<file path="config.mk">
export PLATFORM = sky130hd
export DESIGN_NAME = dmvc_cache
export DESIGN_NICKNAME = d
export VERILOG_FILES = /design/src/rtl/dmvc_pkg.sv /design/src/rtl/dmvc_frame_store.sv /design/src/rtl/dmvc_victim_buf.sv /design/src/rtl/dmvc_word_merge.sv /design/src/rtl/dmvc_cache.sv
export SDC_FILE = /design/constraint.sdc
export NUM_CORES = 2
export LEC_CHECK = 0
export BUFFER_PORTS_ARGS = -buffer_cell sky130_fd_sc_hd__buf_2
export CAP_MARGIN = 40
export CELL_PAD_IN_SITES_DETAIL_PLACEMENT = 1
export CELL_PAD_IN_SITES_GLOBAL_PLACEMENT = 2
export CORE_MARGIN = 10
export CORE_UTILIZATION = 42
export CTS_BUF_LIST = sky130_fd_sc_hd__clkbuf_8
export CTS_CLUSTER_DIAMETER = 50
export DETAILED_ROUTE_END_ITERATION = 10
export PLACE_DENSITY = 0.83
export SYNTH_ARGS = -nofsm -noshare
export SYNTH_HDL_FRONTEND = slang
export SYNTH_SLANG_ARGS = --single-unit
</file>
<file path="constraint.sdc">
create_clock -name clk -period 10.45 [get_ports clk]
set_clock_uncertainty 0.15 [all_clocks]
set_input_delay 1.5675 -clock clk [delete_from_list [all_inputs] [get_ports clk]]
set_output_delay 1.5675 -clock clk [all_outputs]
set_load 0.02 [all_outputs]
</file>
<file path="src/rtl/dmvc_pkg.sv">
package dmvc_pkg;
   typedef enum logic [1:0] {
      ST_IDLE = 2'd0,
      ST_SWAP = 2'd1,
      ST_WB   = 2'd2,
      ST_FILL = 2'd3
   } dmvc_state_e;
endpackage

</file>
<file path="src/rtl/dmvc_frame_store.sv">
module dmvc_frame_store #(
   parameter int SETS   = 8,
   parameter int TAG_W  = 7,
   parameter int LINE_W = 128
) (
   input  logic                     clk,
   input  logic                     rst_n,
   input  logic                     clear,
   input  logic [$clog2(SETS)-1:0]  rd_idx,
   output logic                     rd_valid,
   output logic                     rd_dirty,
   output logic [TAG_W-1:0]         rd_tag,
   output logic [LINE_W-1:0]        rd_line,
   input  logic                     wr_en,
   input  logic [$clog2(SETS)-1:0]  wr_idx,
   input  logic [TAG_W-1:0]         wr_tag,
   input  logic [LINE_W-1:0]        wr_line,
   input  logic                     wr_dirty
);
   logic [SETS-1:0]   valid_q;
   logic [SETS-1:0]   dirty_q;
   logic [TAG_W-1:0]  tag_q  [SETS];
   logic [LINE_W-1:0] line_q [SETS];

   always_ff @(posedge clk) begin
      if (!rst_n) begin
         valid_q <= '0;
         dirty_q <= '0;
      end else if (clear) begin
         valid_q <= '0;
         dirty_q <= '0;
      end else if (wr_en) begin
         valid_q[wr_idx] <= 1'b1;
         dirty_q[wr_idx] <= wr_dirty;
      end
   end

   always_ff @(posedge clk) begin
      if (wr_en) begin
         tag_q[wr_idx]  <= wr_tag;
         line_q[wr_idx] <= wr_line;
      end
   end

   assign rd_valid = valid_q[rd_idx];
   assign rd_dirty = dirty_q[rd_idx];
   assign rd_tag   = tag_q[rd_idx];
   assign rd_line  = line_q[rd_idx];
endmodule

</file>
<file path="src/rtl/dmvc_victim_buf.sv">
module dmvc_victim_buf #(
   parameter int ENTRIES = 4,
   parameter int LA_W    = 10,
   parameter int LINE_W  = 128
) (
   input  logic                         clk,
   input  logic                         rst_n,
   input  logic                         clear,
   input  logic [LA_W-1:0]              look_la,
   output logic                         hit,
   output logic [$clog2(ENTRIES)-1:0]   hit_slot,
   output logic [LINE_W-1:0]            hit_line,
   output logic                         hit_dirty,
   output logic [$clog2(ENTRIES)-1:0]   old_slot,
   output logic                         old_valid,
   output logic                         old_dirty,
   output logic [LA_W-1:0]              old_la,
   output logic [LINE_W-1:0]            old_line,
   input  logic                         wr_en,
   input  logic [$clog2(ENTRIES)-1:0]   wr_slot,
   input  logic [LA_W-1:0]              wr_la,
   input  logic [LINE_W-1:0]            wr_line,
   input  logic                         wr_dirty,
   input  logic                         adv
);
   localparam int SLOT_W = $clog2(ENTRIES);

   logic [ENTRIES-1:0] valid_q;
   logic [ENTRIES-1:0] dirty_q;
   logic [LA_W-1:0]    la_q   [ENTRIES];
   logic [LINE_W-1:0]  line_q [ENTRIES];
   logic [SLOT_W-1:0]  ins_q;
   logic [ENTRIES-1:0] match;

   // parallel compare, one comparator per slot
   for (genvar g = 0; g < ENTRIES; g++) begin : g_cmp
      assign match[g] = valid_q[g] && (la_q[g] == look_la);
   end

   always_comb begin
      hit_slot = '0;
      for (int i = 0; i < ENTRIES; i++) begin
         if (match[i]) hit_slot = SLOT_W'(i);
      end
   end

   assign hit       = |match;
   assign hit_line  = line_q[hit_slot];
   assign hit_dirty = dirty_q[hit_slot];
   assign old_slot  = ins_q;
   assign old_valid = valid_q[ins_q];
   assign old_dirty = dirty_q[ins_q];
   assign old_la    = la_q[ins_q];
   assign old_line  = line_q[ins_q];

   always_ff @(posedge clk) begin
      if (!rst_n) begin
         valid_q <= '0;
         dirty_q <= '0;
         ins_q   <= '0;
      end else if (clear) begin
         valid_q <= '0;
         dirty_q <= '0;
         ins_q   <= '0;
      end else begin
         if (wr_en) begin
            valid_q[wr_slot] <= 1'b1;
            dirty_q[wr_slot] <= wr_dirty;
         end
         if (adv) ins_q <= ins_q + 1'b1;
      end
   end

   always_ff @(posedge clk) begin
      if (wr_en) begin
         la_q[wr_slot]   <= wr_la;
         line_q[wr_slot] <= wr_line;
      end
   end
endmodule

</file>
<file path="src/rtl/dmvc_word_merge.sv">
module dmvc_word_merge #(
   parameter int DATA_W = 32,
   parameter int WORDS  = 4
) (
   input  logic [DATA_W*WORDS-1:0]    line_in,
   input  logic [$clog2(WORDS)-1:0]   sel,
   input  logic [DATA_W-1:0]          wdata,
   input  logic                       en,
   output logic [DATA_W*WORDS-1:0]    line_out,
   output logic [DATA_W-1:0]          word_out
);
   localparam int SEL_W = $clog2(WORDS);

   for (genvar g = 0; g < WORDS; g++) begin : g_word
      assign line_out[g*DATA_W +: DATA_W] =
         (en && sel == SEL_W'(g)) ? wdata : line_in[g*DATA_W +: DATA_W];
   end

   assign word_out = line_in[sel*DATA_W +: DATA_W];
endmodule

</file>
<file path="src/rtl/dmvc_cache.sv">
module dmvc_cache #(
   parameter int ADDR_W     = 12,
   parameter int DATA_W     = 32,
   parameter int LINE_WORDS = 4,
   parameter int SETS       = 8,
   parameter int VB_ENTRIES = 4
) (
   input  logic                                          clk,
   input  logic                                          rst_n,
   input  logic                                          flush,
   input  logic                                          cpu_req,
   input  logic                                          cpu_we,
   input  logic [ADDR_W-1:0]                             cpu_addr,
   input  logic [DATA_W-1:0]                             cpu_wdata,
   output logic                                          cpu_ready,
   output logic [DATA_W-1:0]                             cpu_rdata,
   output logic                                          cpu_slow,
   output logic                                          mem_fill_req,
   output logic [ADDR_W-$clog2(LINE_WORDS)-1:0]          mem_fill_addr,
   input  logic                                          mem_fill_ack,
   input  logic [DATA_W*LINE_WORDS-1:0]                  mem_fill_data,
   output logic                                          mem_wb_req,
   output logic [ADDR_W-$clog2(LINE_WORDS)-1:0]          mem_wb_addr,
   output logic [DATA_W*LINE_WORDS-1:0]                  mem_wb_data,
   input  logic                                          mem_wb_ack
);
   import dmvc_pkg::*;

   localparam int OFS_W  = $clog2(LINE_WORDS);
   localparam int IDX_W  = $clog2(SETS);
   localparam int TAG_W  = ADDR_W - OFS_W - IDX_W;
   localparam int LA_W   = ADDR_W - OFS_W;
   localparam int LINE_W = DATA_W * LINE_WORDS;
   localparam int SLOT_W = $clog2(VB_ENTRIES);

   // elaboration-time parameter checks
   if (LINE_WORDS < 2 || (1 << OFS_W) != LINE_WORDS) begin : g_bad_words
      $error("LINE_WORDS must be a power of two of at least 2");
   end
   if (SETS < 2 || (1 << IDX_W) != SETS) begin : g_bad_sets
      $error("SETS must be a power of two of at least 2");
   end
   if (VB_ENTRIES < 2 || (1 << SLOT_W) != VB_ENTRIES) begin : g_bad_vb
      $error("VB_ENTRIES must be a power of two of at least 2");
   end
   if (TAG_W < 1) begin : g_bad_addr
      $error("ADDR_W leaves no tag bits");
   end

   logic [OFS_W-1:0] a_ofs;
   logic [IDX_W-1:0] a_idx;
   logic [TAG_W-1:0] a_tag;
   logic [LA_W-1:0]  a_la;

   assign a_ofs = cpu_addr[OFS_W-1:0];
   assign a_idx = cpu_addr[OFS_W +: IDX_W];
   assign a_tag = cpu_addr[ADDR_W-1 -: TAG_W];
   assign a_la  = cpu_addr[ADDR_W-1:OFS_W];

   dmvc_state_e state_q, state_d;
   logic clear_go;

   // main array
   logic              fs_valid, fs_dirty, fs_we, fs_wdirty;
   logic [TAG_W-1:0]  fs_tag;
   logic [LINE_W-1:0] fs_line, fs_wline;

   // victim buffer
   logic              vb_hit, vb_hit_dirty, vb_old_valid, vb_old_dirty;
   logic [SLOT_W-1:0] vb_hit_slot, vb_old_slot, vb_wslot;
   logic [LINE_W-1:0] vb_hit_line, vb_old_line;
   logic [LA_W-1:0]   vb_old_la;
   logic              vb_we, vb_adv;

   // merge
   logic [LINE_W-1:0] mg_base, mg_line;
   logic [DATA_W-1:0] mg_word;

   logic main_hit;
   assign main_hit = fs_valid && (fs_tag == a_tag);
   assign clear_go = flush && (state_q == ST_IDLE);

   dmvc_frame_store #(.SETS(SETS), .TAG_W(TAG_W), .LINE_W(LINE_W)) u_frames (
      .clk      (clk),
      .rst_n    (rst_n),
      .clear    (clear_go),
      .rd_idx   (a_idx),
      .rd_valid (fs_valid),
      .rd_dirty (fs_dirty),
      .rd_tag   (fs_tag),
      .rd_line  (fs_line),
      .wr_en    (fs_we),
      .wr_idx   (a_idx),
      .wr_tag   (a_tag),
      .wr_line  (fs_wline),
      .wr_dirty (fs_wdirty)
   );

   dmvc_victim_buf #(.ENTRIES(VB_ENTRIES), .LA_W(LA_W), .LINE_W(LINE_W)) u_victims (
      .clk       (clk),
      .rst_n     (rst_n),
      .clear     (clear_go),
      .look_la   (a_la),
      .hit       (vb_hit),
      .hit_slot  (vb_hit_slot),
      .hit_line  (vb_hit_line),
      .hit_dirty (vb_hit_dirty),
      .old_slot  (vb_old_slot),
      .old_valid (vb_old_valid),
      .old_dirty (vb_old_dirty),
      .old_la    (vb_old_la),
      .old_line  (vb_old_line),
      .wr_en     (vb_we),
      .wr_slot   (vb_wslot),
      .wr_la     ({fs_tag, a_idx}),
      .wr_line   (fs_line),
      .wr_dirty  (fs_dirty),
      .adv       (vb_adv)
   );

   assign mg_base = (state_q == ST_SWAP) ? vb_hit_line : fs_line;

   dmvc_word_merge #(.DATA_W(DATA_W), .WORDS(LINE_WORDS)) u_merge (
      .line_in  (mg_base),
      .sel      (a_ofs),
      .wdata    (cpu_wdata),
      .en       (cpu_we),
      .line_out (mg_line),
      .word_out (mg_word)
   );

   always_comb begin
      state_d   = state_q;
      cpu_ready = 1'b0;
      cpu_slow  = 1'b0;
      fs_we     = 1'b0;
      fs_wline  = mg_line;
      fs_wdirty = 1'b1;
      vb_we     = 1'b0;
      vb_wslot  = vb_old_slot;
      vb_adv    = 1'b0;
      unique case (state_q)
         ST_IDLE: begin
            if (!flush && cpu_req) begin
               if (main_hit) begin
                  cpu_ready = 1'b1;
                  fs_we     = cpu_we;
               end else if (vb_hit) begin
                  state_d = ST_SWAP;
               end else if (fs_valid && vb_old_valid && vb_old_dirty) begin
                  state_d = ST_WB;
               end else begin
                  state_d = ST_FILL;
               end
            end
         end
         ST_SWAP: begin
            cpu_ready = 1'b1;
            cpu_slow  = 1'b1;
            fs_we     = 1'b1;
            fs_wdirty = vb_hit_dirty | cpu_we;
            vb_we     = 1'b1;
            vb_wslot  = vb_hit_slot;
            state_d   = ST_IDLE;
         end
         ST_WB: begin
            if (mem_wb_ack) state_d = ST_FILL;
         end
         ST_FILL: begin
            if (mem_fill_ack) begin
               fs_we     = 1'b1;
               fs_wline  = mem_fill_data;
               fs_wdirty = 1'b0;
               vb_we     = fs_valid;
               vb_adv    = fs_valid;
               state_d   = ST_IDLE;
            end
         end
         default: state_d = ST_IDLE;
      endcase
   end

   always_ff @(posedge clk) begin
      if (!rst_n) state_q <= ST_IDLE;
      else        state_q <= state_d;
   end

   assign cpu_rdata     = mg_word;
   assign mem_fill_req  = (state_q == ST_FILL);
   assign mem_fill_addr = a_la;
   assign mem_wb_req    = (state_q == ST_WB);
   assign mem_wb_addr   = vb_old_la;
   assign mem_wb_data   = vb_old_line;
endmodule

</file>
==> flow_metrics.env <==
export IMPL_run_status="finished, final reports clean"
export IMPL_nFillCells=16300
export IMPL_post_cts_repair_setup_buffers=0
export IMPL_synth_area_um2=70700
export IMPL_place_detailed_hpwl_um=168000
export IMPL_multi_input_comb_area_um2=19100
export IMPL_synth_seq_area_share_pct=70.2
export IMPL_core_area_um2=167000
export IMPL_total_nets_after_synthesis=4746
export IMPL_nNetsFinal=5123
export IMPL_synth_xor_area_share_pct=0.583
export IMPL_rows=150
export IMPL_synth_compound_gate_area_share_pct=12.3
export IMPL_critical_path_class="primary input to output port"
export IMPL_cts_hold_buffers_added=0
export IMPL_clock_fmax_mhz=125
export IMPL_design_die_area_um2=185000
export IMPL_max_stage_delay_ps=840
export IMPL_cts_buffers_inserted=281
export IMPL_number_of_buffers_between_clock_root_and_the_deepest_sink=4
export IMPL_netlist_top_cells_area="edfxtp_1 69%, mux4_2 5.5%, a22oi_1 3.5%"
export IMPL_global_route_wire_length_before_repair_um=373000
export IMPL_area_growth_syn_to_layout_pct=13.0
export IMPL_worst_pin_slew_ps=1230
export IMPL_ys_warn_count=0
export IMPL_postSynth_asyncResetShare_pct=0
export IMPL_netlist_instances=4567
export IMPL_power_static_leakage_nw=27.1
export IMPL_capturing_element_type_of_the_critical_path="output port"
export IMPL_numClockSinks=1662
export IMPL_worst_endpoint_arrival_ps=6290
export IMPL_final_layout_size_suffix_gt1_share_pct=20.8
export IMPL_path_delay_family="compound AO/OA/AOI/OAI gates"
export IMPL_max_slew_margin_pct=18.0
export IMPL_tritoncts_clock_tree="yes"
export IMPL_avgRoutedWirePerCell_um=36.3
export IMPL_final_min_clock_period_ps=8000
export IMPL_die_w_um=430
export IMPL_critical_path_buf_inv_count=3
export IMPL_synth_enable_flop_cells=1632
export IMPL_finalSetupViolCount=0
export IMPL_synth_most_common_cell="edfxtp_1"
export IMPL_synthesized_flop_and_latch_total=1662
export IMPL_max_cap_violations=0
export IMPL_worstPathRequired_ps=8730
export IMPL_largest_net_degree_at_the_start_of_global_routing=139
export IMPL_die_h_um=430
export IMPL_cpMaxStageDelayCell="or3_4"
export IMPL_placed_cells_incl_taps=6861
export IMPL_vdd_drop_max_mv=0.0972
export IMPL_htree_num_levels=5
export IMPL_crit_fanout=58
export IMPL_gp_routability_congestion=0.937
export IMPL_antenna_found_initial=33
export IMPL_timing_final_max_slew_violations=0
export IMPL_layout_cells_non_filler=7341
export IMPL_fin_util_pct=47.7
export IMPL_dominant_cell_type_by_count_on_the_critical_path="buf_4"
export IMPL_synth_area_leader="edfxtp_1"
export IMPL_setup_tns_final_ps=0
export IMPL_hold_viol=0
export IMPL_vias_per_cell=6.61
export IMPL_timing_critical_path_cells="buf_4, xnor2_1, nand3_4, or3_4, buf_4, a311o_1, a21oi_1, o22ai_1, a221oi_1, buf_2"
export IMPL_synthMuxAreaShare_pct=8.84
export IMPL_cellPowerDensity_nw_per_um2=205
export IMPL_seqCellArea_um2=49600
export IMPL_syn_mean_instance_area_um2=15.5
export IMPL_drt_iter0_drc=7305
export IMPL_initial_utilization_pct=42.3
export IMPL_top_level_ports=363
export IMPL_final_antenna_net_count=0
export IMPL_worstHoldPathType="flip-flop to flip-flop"
export IMPL_netlist_top_cells_count="1632 x edfxtp_1, 355 x nand2_1, 330 x a22oi_1"
export IMPL_synth_simple_gate_area_share_pct=5.15
export IMPL_post_synth_fa_ha_maj_area_fraction_pct=0
export IMPL_clkSlewWorstSetupHoldPaths_ps=50
export IMPL_insertion_delay_ps=1020
export IMPL_ys_types=79
export IMPL_yosys_area_top_type_share_pct=69.4
export IMPL_postCtsResizedCells=0
export IMPL_route_final_wire_length_um=267000
export IMPL_post_route_drc_count=0
export IMPL_initial_drt_pass_iterations=6
export IMPL_num_vias=48500
export IMPL_ctsRootBufferMaster="clkbuf_8"
export IMPL_main_flop_type_after_synthesis="edfxtp_1"
export IMPL_grt_util_all_layers_pct=27.8
export IMPL_via_count_of_the_first_global_routing_pass=48700
export IMPL_rsz0062_at_grt="no"
export IMPL_synth_top_family_by_area="compound AO/OA/AOI/OAI gates"
export IMPL_cp_start_kind="primary input"
export IMPL_port_buffers=362
export IMPL_overflow=0
export IMPL_post_route_period_util_pct=76.6
## layout make-up
type                            instances  area share (%)
Antenna cell                           20          0.0627
Clock buffer                          291            5.02
Multi-Input combinational cell       2410            24.0
Timing Repair Buffer                  468            3.79
Clock inverter                        165            1.02
Inverter                              121           0.572
Sequential cell                      1662            62.1
Tap cell                             2204            3.45
## routing by layer
metal  vias up  global-route usage [%]  share of wire [%]
li1      19300                       -                  -
met1     25300                    37.3                 39
met2      3272                    41.7                 45
met3       625                    6.10                 10
met4        18                    15.6                6.0
met5         -                       0              0.044
## power by group
group / switching (mW) / total [mW] / leakage [nW] / internal, mW
Combinational: 2.15 / 2.92 / 9.25 / 0.768
Sequential: 0.115 / 8.19 / 15.0 / 8.07
Clock: 2.57 / 5.25 / 2.78 / 2.68
Total: 4.84 / 16.4 / 27.1 / 11.5
## cell families after synthesis
| logic type | after synthesis |
|---|---|
| AOI/OAI and AO/OA | 1228 |
| muxes | 392 |
| xor gates and xnor gates | 47 |
| and+or+nand+nor | 743 |
| DFF | 1662 |
| buffers and inverters | 495 |
## final timing paths
path,cells past startpoint,to,slack (ps),startpoint
setup / recovery,10,cpu_rdata[20],2450,cpu_addr[3]
hold / removal,1,u_frames.valid_q[4],320,u_frames.valid_q[4]
setup reg to reg,9,u_frames.line_q[1][103],5550,u_victims.la_q[3][4]
hold reg to reg,1,u_frames.valid_q[4],320,u_frames.valid_q[4]
## state kept, by name, summed over array words and instances (netlist names), named ones only
register / flops
u_frames.line_q: 1024
u_victims.line_q: 512
u_frames.tag_q: 56
u_victims.la_q: 40
u_frames.dirty_q: 8
u_frames.valid_q: 8
u_victims.dirty_q: 4
u_victims.valid_q: 4
state_q: 2
u_victims.old_slot: 2
## cell usage in the layout (no fill, tap or decap), drive strengths merged, types with 76 or more instances in the layout
master and instances:
mux4 171, a21oi 76, buf 467, a22oi 330, a31oi 147, o21ai 246
nand2 355, mux2 148, inv 205, nor2 82, edfxtp 1632, clkbuf 292
## metrics by stage
step	setup WS [ps]	area, µm²	total power [mW]	hold WS, ps
final	2450	79800	16.4	318
after floorplan	621	70700	9.83	284
after CTS	2560	79800	16.3	323
after detailed placement	2550	75000	11.1	308
after global routing	2380	79800	16.8	340
after global placement	2640	74600	11.0	292
No activity file was read; power rests on OpenSTA's default activity.
